## config.mk

```make
export PLATFORM = sky130hd
export DESIGN_NAME = code_density_analyzer
export DESIGN_NICKNAME = d
export VERILOG_FILES = /design/src/rtl/hla_pkg.sv /design/src/rtl/hla_bin_mem.sv /design/src/rtl/hla_restoring_div.sv /design/src/rtl/code_density_analyzer.sv
export SDC_FILE = /design/constraint.sdc
export NUM_CORES = 1
export LEC_CHECK = 0
export BUFFER_PORTS_ARGS = -buffer_cell sky130_fd_sc_hd__buf_2
export CAP_MARGIN = 20
export CORE_UTILIZATION = 43
export CTS_BUF_LIST = sky130_fd_sc_hd__clkbuf_8
export CTS_CLUSTER_DIAMETER = 150
export DETAILED_ROUTE_END_ITERATION = 16
export PLACE_DENSITY = 0.66
export SLEW_MARGIN = 0
export SYNTH_ARGS = -nofsm -noshare
export SYNTH_HDL_FRONTEND = slang
export SYNTH_HIERARCHICAL = 1
export SYNTH_SLANG_ARGS = --single-unit
```

## constraint.sdc

```tcl
create_clock -name clk -period 7.23 [get_ports clk]
set_clock_uncertainty 0.2 [all_clocks]
set_input_delay 0.3615 -clock clk [delete_from_list [all_inputs] [get_ports clk]]
set_output_delay 0.3615 -clock clk [all_outputs]
set_load 0.02 [all_outputs]
```

## src/rtl/hla_pkg.sv

```systemverilog
package hla_pkg;
  typedef enum logic [2:0] {
    ST_IDLE,
    ST_CLEAR,
    ST_COUNT,
    ST_SUM,
    ST_DIV,
    ST_OUT,
    ST_DONE
  } hla_state_e;
endpackage

```

## src/rtl/hla_bin_mem.sv

```systemverilog
module hla_bin_mem #(
  parameter int AW = 3,
  parameter int DW = 16
) (
  input  logic          clk,
  input  logic          we,
  input  logic [AW-1:0] addr,
  input  logic [DW-1:0] wdata,
  output logic [DW-1:0] rdata
);
  localparam int DEPTH = 1 << AW;

  logic [DW-1:0] mem [DEPTH];

  always_ff @(posedge clk) begin
    if (we) mem[addr] <= wdata;
  end

  assign rdata = mem[addr];
endmodule

```

## src/rtl/hla_restoring_div.sv

```systemverilog
module hla_restoring_div #(
  parameter int NUM_W = 27,
  parameter int DEN_W = 19
) (
  input  logic             clk,
  input  logic             rst,
  input  logic             go,
  input  logic [NUM_W-1:0] num,
  input  logic [DEN_W-1:0] den,
  output logic [NUM_W-1:0] quo,
  output logic             q_valid
);
  localparam int CW = $clog2(NUM_W + 1);
  localparam int PW = NUM_W + DEN_W;

  logic [DEN_W-1:0] rem_q;
  logic [NUM_W-1:0] quo_q;
  logic [NUM_W-1:0] num_l;
  logic [CW-1:0]    left_q;
  logic             busy_q;
  logic [DEN_W:0]   rem_sh;
  logic [DEN_W:0]   diff;
  logic             fits;
  logic             unused_top;

  assign rem_sh     = {rem_q, quo_q[NUM_W-1]};
  assign diff       = rem_sh - {1'b0, den};
  assign fits       = rem_sh >= {1'b0, den};
  assign unused_top = diff[DEN_W];

  always_ff @(posedge clk) begin
    if (rst) begin
      rem_q   <= '0;
      quo_q   <= '0;
      num_l   <= '0;
      left_q  <= '0;
      busy_q  <= 1'b0;
      q_valid <= 1'b0;
    end else begin
      q_valid <= 1'b0;
      if (go && !busy_q) begin
        rem_q  <= '0;
        quo_q  <= num;
        num_l  <= num;
        left_q <= CW'(NUM_W);
        busy_q <= 1'b1;
      end else if (busy_q) begin
        rem_q  <= fits ? diff[DEN_W-1:0] : rem_sh[DEN_W-1:0];
        quo_q  <= {quo_q[NUM_W-2:0], fits};
        left_q <= left_q - 1'b1;
        if (left_q == CW'(1)) begin
          busy_q  <= 1'b0;
          q_valid <= 1'b1;
        end
      end
    end
  end

  assign quo = quo_q;

  // a finished quotient satisfies q*d <= n < (q+1)*d
  a_r5_quotient: assert property (@(posedge clk) disable iff (rst)
    q_valid |-> ((PW'(quo_q) * PW'(den)) <= PW'(num_l)) &&
                ((PW'(num_l) - PW'(quo_q) * PW'(den)) < PW'(den)));
endmodule

```

## src/rtl/code_density_analyzer.sv

```systemverilog
module code_density_analyzer
  import hla_pkg::*;
#(
  parameter int CODE_W = 3,
  parameter int BIN_W  = 16,
  parameter int CNT_W  = 20,
  parameter int FRAC_W = 8
) (
  input  logic                          clk,
  input  logic                          rst,
  input  logic                          start,
  input  logic [CNT_W-1:0]              target,
  input  logic                          smp_valid,
  input  logic [CODE_W-1:0]             smp_code,
  output logic                          armed,
  output logic                          res_valid,
  input  logic                          res_ready,
  output logic [CODE_W-1:0]             res_code,
  output logic signed [CODE_W+FRAC_W+1:0] res_dnl,
  output logic signed [CODE_W+FRAC_W+1:0] res_inl,
  output logic                          res_missing,
  output logic                          done,
  output logic                          ovf_err,
  output logic                          invalid
);
  localparam int NB    = 1 << CODE_W;
  localparam int NI    = NB - 2;
  localparam int SUM_W = BIN_W + CODE_W;
  localparam int NUM_W = BIN_W + CODE_W + FRAC_W;
  localparam int DNL_W = CODE_W + FRAC_W + 2;
  localparam logic [BIN_W-1:0]        BIN_MAX = '1;
  localparam logic [CODE_W-1:0]       FIRST   = CODE_W'(1);
  localparam logic [CODE_W-1:0]       LAST    = CODE_W'(NI);
  localparam logic [CODE_W-1:0]       TOPC    = CODE_W'(NB - 1);
  localparam logic signed [DNL_W-1:0] ONE_FX  = DNL_W'(1 << FRAC_W);

  hla_state_e         state_q;
  logic [CODE_W-1:0]  idx_q;
  logic [CNT_W-1:0]   cnt_q;
  logic [CNT_W-1:0]   tgt_q;
  logic [SUM_W-1:0]   sum_q;
  logic signed [DNL_W-1:0] inl_q;
  logic               div_go_q;
  logic               miss_q;

  logic [CODE_W-1:0]  mem_addr;
  logic               mem_we;
  logic [BIN_W-1:0]   mem_wdata;
  logic [BIN_W-1:0]   rd_data;
  logic [SUM_W-1:0]   sum_next;
  logic [NUM_W-1:0]   num_w;
  logic [NUM_W-1:0]   quo;
  logic               q_valid;
  logic signed [DNL_W-1:0] dnl_w;
  logic               unused_qhi;

  assign mem_addr  = (state_q == ST_COUNT) ? smp_code : idx_q;
  assign mem_we    = (state_q == ST_CLEAR) || (state_q == ST_COUNT && smp_valid && !start);
  assign mem_wdata = (state_q == ST_CLEAR) ? '0 :
                     (rd_data == BIN_MAX) ? rd_data : rd_data + 1'b1;

  hla_bin_mem #(.AW(CODE_W), .DW(BIN_W)) u_bins (
    .clk   (clk),
    .we    (mem_we),
    .addr  (mem_addr),
    .wdata (mem_wdata),
    .rdata (rd_data)
  );

  assign sum_next = sum_q + SUM_W'(rd_data);
  assign num_w    = (NUM_W'(rd_data) * NUM_W'(NI)) << FRAC_W;

  hla_restoring_div #(.NUM_W(NUM_W), .DEN_W(SUM_W)) u_div (
    .clk     (clk),
    .rst     (rst),
    .go      (div_go_q),
    .num     (num_w),
    .den     (sum_q),
    .quo     (quo),
    .q_valid (q_valid)
  );

  assign dnl_w      = $signed({1'b0, quo[DNL_W-2:0]}) - ONE_FX;
  assign unused_qhi = ^quo[NUM_W-1:DNL_W-1];
  assign armed      = (state_q == ST_COUNT);

  always_ff @(posedge clk) begin
    if (rst) begin
      state_q     <= ST_IDLE;
      idx_q       <= '0;
      cnt_q       <= '0;
      tgt_q       <= '0;
      sum_q       <= '0;
      inl_q       <= '0;
      div_go_q    <= 1'b0;
      miss_q      <= 1'b0;
      res_valid   <= 1'b0;
      res_code    <= '0;
      res_dnl     <= '0;
      res_inl     <= '0;
      res_missing <= 1'b0;
      done        <= 1'b0;
      ovf_err     <= 1'b0;
      invalid     <= 1'b0;
    end else begin
      div_go_q <= 1'b0;
      if (start) begin
        state_q   <= ST_CLEAR;
        idx_q     <= '0;
        cnt_q     <= '0;
        tgt_q     <= target;
        sum_q     <= '0;
        inl_q     <= '0;
        res_valid <= 1'b0;
        done      <= 1'b0;
        ovf_err   <= 1'b0;
        invalid   <= 1'b0;
      end else begin
        case (state_q)
          ST_CLEAR: begin
            idx_q <= idx_q + 1'b1;
            if (idx_q == TOPC) begin
              idx_q   <= FIRST;
              state_q <= (tgt_q == '0) ? ST_SUM : ST_COUNT;
            end
          end
          ST_COUNT: begin
            if (smp_valid) begin
              cnt_q <= cnt_q + 1'b1;
              if (rd_data == BIN_MAX) ovf_err <= 1'b1;
              if (CNT_W'(cnt_q + 1'b1) == tgt_q) state_q <= ST_SUM;
            end
          end
          ST_SUM: begin
            sum_q <= sum_next;
            idx_q <= idx_q + 1'b1;
            if (idx_q == LAST) begin
              if (sum_next == '0) begin
                invalid <= 1'b1;
                done    <= 1'b1;
                state_q <= ST_DONE;
              end else begin
                idx_q    <= FIRST;
                div_go_q <= 1'b1;
                state_q  <= ST_DIV;
              end
            end
          end
          ST_DIV: begin
            if (div_go_q) miss_q <= (rd_data == '0);
            if (q_valid) begin
              res_valid   <= 1'b1;
              res_code    <= idx_q;
              res_dnl     <= dnl_w;
              res_inl     <= inl_q;
              res_missing <= miss_q;
              state_q     <= ST_OUT;
            end
          end
          ST_OUT: begin
            if (res_ready) begin
              res_valid <= 1'b0;
              inl_q     <= inl_q + res_dnl;
              if (idx_q == LAST) begin
                done    <= 1'b1;
                state_q <= ST_DONE;
              end else begin
                idx_q    <= idx_q + 1'b1;
                div_go_q <= 1'b1;
                state_q  <= ST_DIV;
              end
            end
          end
          default: ;
        endcase
      end
    end
  end

  a_r4_hold: assert property (@(posedge clk) disable iff (rst)
    (res_valid && !res_ready && !start) |=> res_valid && $stable(res_code) &&
      $stable(res_dnl) && $stable(res_inl) && $stable(res_missing));

  a_r4_range: assert property (@(posedge clk) disable iff (rst)
    res_valid |-> (res_code >= FIRST) && (res_code <= LAST));

  a_r6_missing: assert property (@(posedge clk) disable iff (rst)
    (res_valid && res_missing) |-> (res_dnl == -ONE_FX));

  a_r3_sticky: assert property (@(posedge clk) disable iff (rst)
    (ovf_err && !start) |=> ovf_err);

  a_r8_quiet: assert property (@(posedge clk) disable iff (rst)
    invalid |-> !res_valid && done);

  a_r9_done: assert property (@(posedge clk) disable iff (rst)
    done |-> !armed && !res_valid);
endmodule

```

==> reports/metrics.yaml <==
period_share: 0.851
grt_overflow: 0
core_area_um2: 37800
portBuffers: 62
worst_r2r_path_depth: 15
viasPerCell: 5.53
setup_viol: 0
r2r_start: "state_q[1]"
die_w_um: 198
clk_pin_slew_ns: 0.06
syn-cell-area_um2: 16500
reg2reg_to: "u_bins/mem[4][13]"
antenna_found_initial: 0
die_y_um: 198
ys_ff_latch: 295
post_drt_wl_per_cell_um: 17.6
worstPathRequired_ns: 7.38
finalMaxSlewViolations: 0
yosysMostFrequentCell: "nor2_1"
power_leakage_nw: 6.81
synth_edf_count: 128
initial_core_util: 0.438
seq_area_um2: 7190
slowest_delay_ns: 0.81
yosysWarnings: 6
grt_max_degree: 96
synthFlopType: "dfxtp_1"
min_from: "start"
relSlewSlack: 0.296
cts.sinks: 295
synth_area_leader_cell: "edfxtp_1"
netlist_instances: 1716
grt_setup_unrepaired: "no"
critPathMaxFanout: 23
first_pass_iters: 6
n_antenna_cell: 0
critPathKind: "register to register"
wl_mm: 41.2
grt_pass1_vias: 12500
rows: 71
post-route-cell-area_um2: 18500
place_area_um2: 17300
synthTopCellsByArea: "edfxtp_1 (23%), dfxtp_1 (20%), ha_1 (6.0%), nor2_1 (4.5%), a21oi_1 (4.4%)"
pwr_density_cell_nw_per_um2: 193
crit_start: "state_q[1]"
run_status: "complete, no violations"
grt_pass1_wl_mm: 65.5
worst_pin_slew_ns: 1.06
slowest_stage: "o21ai_0"
cts_root_buf: "clkbuf_8"
cts-resized-gates: 0
cts-buffers-inserted: 50
cts_max_path_buffers: 3
clock_latency_ns: 0.64
whs_path_depth: 3
syn_avg_cell_area_um2: 9.63
hold_end: "tgt_q[2]"
htree_num_levels: 2
boundaryPins: 63
cp_cell_sequence: "nor2b_1, buf_4, nor2b_1, mux2_2, inv_1, a221oi_1, o21ai_0, ha_1, nand3_1, or3_1, and4_1, and3_1, and3_1, xnor2_1, nor2_1"
synth.distinct_cells: 91
critPathLaunchType: "register"
r2r_setup_slack_ns: 1.08
period_needed_ns: 6.15
drive_gt1_frac: 0.122
ant_nets: 0
multiInputGateArea_um2: 8730
fmax_mhz: 162
drt_iter0_markers: 948
nFillCells: 3506
vias: 12900
drc_errors: 0
synth-async-reset-ratio: 0
gp_congestion: 0.935
cp.arrival_ns: 6.31
crit_path_end_kind: "register"
setup_tns_ns: 0
grt.total_usage: 0.211
yosys.area.top_type_share: 0.233
worstHoldPathType: "input pin to register"
syn2layout_area_growth_pct: 11.7
hold_violations: 0
cts_tree: "built"
synth_commonest_cells: "nor2_1 (196), dfxtp_1 (167), nand2_1 (164)"
dp_hpwl_mm: 28.7
peakVddDrop_uv: 148
cap_violations: 0
die-area_um2: 39200
nets: 1903
ys_seq_area_frac: 0.435
==> report_power, final <==
group	internal [mW]	switching (mW)	total, mW	leakage [nW]
Clock	0.735	0.683	1.42	0.523
Sequential	1.77	0.0131	1.79	2.51
Combinational	0.139	0.225	0.363	3.78
==> metrics by stage <==
stage | std cells | hold slack (ns) | util | power [mW] | setup WS, ns
2_1_floorplan | 1724 | 0.232 | - | 2.07 | 1.98
3_3_place_gp | 2226 | 0.241 | 0.457 | 2.17 | 1.39
3_5_place_dp | 2226 | 0.247 | 0.457 | 2.17 | 1.15
4_1_cts | 2336 | 0.144 | 0.489 | 3.61 | 1.12
5_1_grt | 2337 | 0.188 | 0.489 | 3.72 | 0.656
6_report | 2337 | 0.184 | 0.489 | 3.57 | 1.08
==> registers in the layout, summed over array words and instances, names as in the netlist, 3 cells and up <==
register	cells
u_bins/mem	128
u_div/quo	27
cnt_q	20
tgt_q	20
sum_q	19
u_div/rem_q	19
inl_q	13
res_dnl	13
res_inl	13
u_div/left_q	5
idx_q	3
res_code	3
state_q	3
==> cells in the final DEF, fill, tap and decap left out, types with 5 or more instances in the layout <==
| cell | Yosys | final |
|---|---|---|
| a211oi_1 | 28 | 28 |
| a21o_1 | 10 | 10 |
| a21oi_1 | 144 | 144 |
| a31oi_1 | 19 | 19 |
| a32oi_1 | 7 | 7 |
| and2_1 | 11 | 11 |
| and3_1 | 19 | 19 |
| buf_2 | 17 | 61 |
| buf_4 | 3 | 18 |
| clkbuf_8 | 0 | 55 |
| clkinv_1 | 0 | 6 |
| clkinv_2 | 0 | 9 |
| conb_1 | 1 | 9 |
| dfxtp_1 | 167 | 165 |
| dlygate4sd3_1 | 0 | 24 |
| edfxtp_1 | 128 | 128 |
| ha_1 | 79 | 79 |
| inv_1 | 71 | 82 |
| mux2_2 | 25 | 25 |
| mux2i_1 | 66 | 66 |
| mux4_1 | 15 | 15 |
| mux4_2 | 9 | 9 |
| nand2_1 | 164 | 164 |
| nand2b_1 | 14 | 14 |
| nand3_1 | 47 | 47 |
| nand4_1 | 19 | 19 |
| nor2_1 | 196 | 196 |
| nor2b_1 | 16 | 16 |
| nor3_1 | 48 | 46 |
| nor4_1 | 11 | 11 |
| o211ai_1 | 12 | 12 |
| o21a_1 | 11 | 11 |
| o21ai_0 | 50 | 49 |
| o21ai_1 | 9 | 9 |
| o21bai_1 | 5 | 5 |
| o221ai_1 | 5 | 5 |
| o31ai_1 | 5 | 5 |
| or3_1 | 20 | 20 |
| xnor2_1 | 65 | 65 |
| xor2_1 | 35 | 35 |
==> worst max-delay path: cells and delay by family, from the launching register on <==
| family | cells | cell delay (ns) |
|---|---|---|
| AOI/OAI and AO/OA | 2 | 0.95 |
| xor gates and xnor gates | 1 | 0.15 |
| adders and majority gates | 1 | 0.32 |
| buffers and inverters | 2 | 0.65 |
| DFF | 1 | 0.46 |
| muxes | 1 | 0.61 |
| and+or+nand+nor | 8 | 2.53 |
==> metal layers <==
layer | routed length (µm) | part of all wire | up-vias | global-route usage
met1 | 18600 | 0.45 | 6127 | 0.279
li1 | - | - | 6351 | -
met2 | 19100 | 0.46 | 352 | 0.344
met4 | 1300 | 0.032 | 0 | 0.0867
met5 | 0 | 0 | - | 0
met3 | 2210 | 0.054 | 83 | 0.0322
==> worst max-delay path by stage <==
stage | end | slack (ns) | cells after the start
CTS | u_bins/mem[4][13] | 1.12 | 15
floorplan | idx_q[0] | 1.98 | 19
global route | u_bins/mem[4][13] | 0.66 | 15
detailed placement | u_bins/mem[2][13] | 1.15 | 15
global placement | u_div/quo[24] | 1.39 | 24
finish | u_bins/mem[4][13] | 1.08 | 15
==> logic make-up after synthesis <==
logic type	synth area share
buffers and inverters	0.0398
other	0.000227
adders and majority gates	0.0647
and+or+nand+nor	0.175
xor gates and xnor gates	0.0540
AOI/OAI and AO/OA	0.138
DFF	0.435
muxes	0.0932
==> layout make-up <==
| type | count | share of cell area |
|---|---|---|
| Multi-Input combinational cell | 1269 | 0.473 |
| Sequential cell | 295 | 0.389 |
| Clock buffer | 55 | 0.0410 |
| Tap cell | 511 | 0.0346 |
| Timing Repair Buffer | 104 | 0.0377 |
| Inverter | 72 | 0.0146 |
| Clock inverter | 31 | 0.00942 |
==> repair_timing <==
item / 4_1_cts / 5_1_grt
buffers inserted: 0 / 0
hold buffers: 24 / 0
endpoints found under the hold margin: 30 / 0
(Power assumes the default switching activity.)
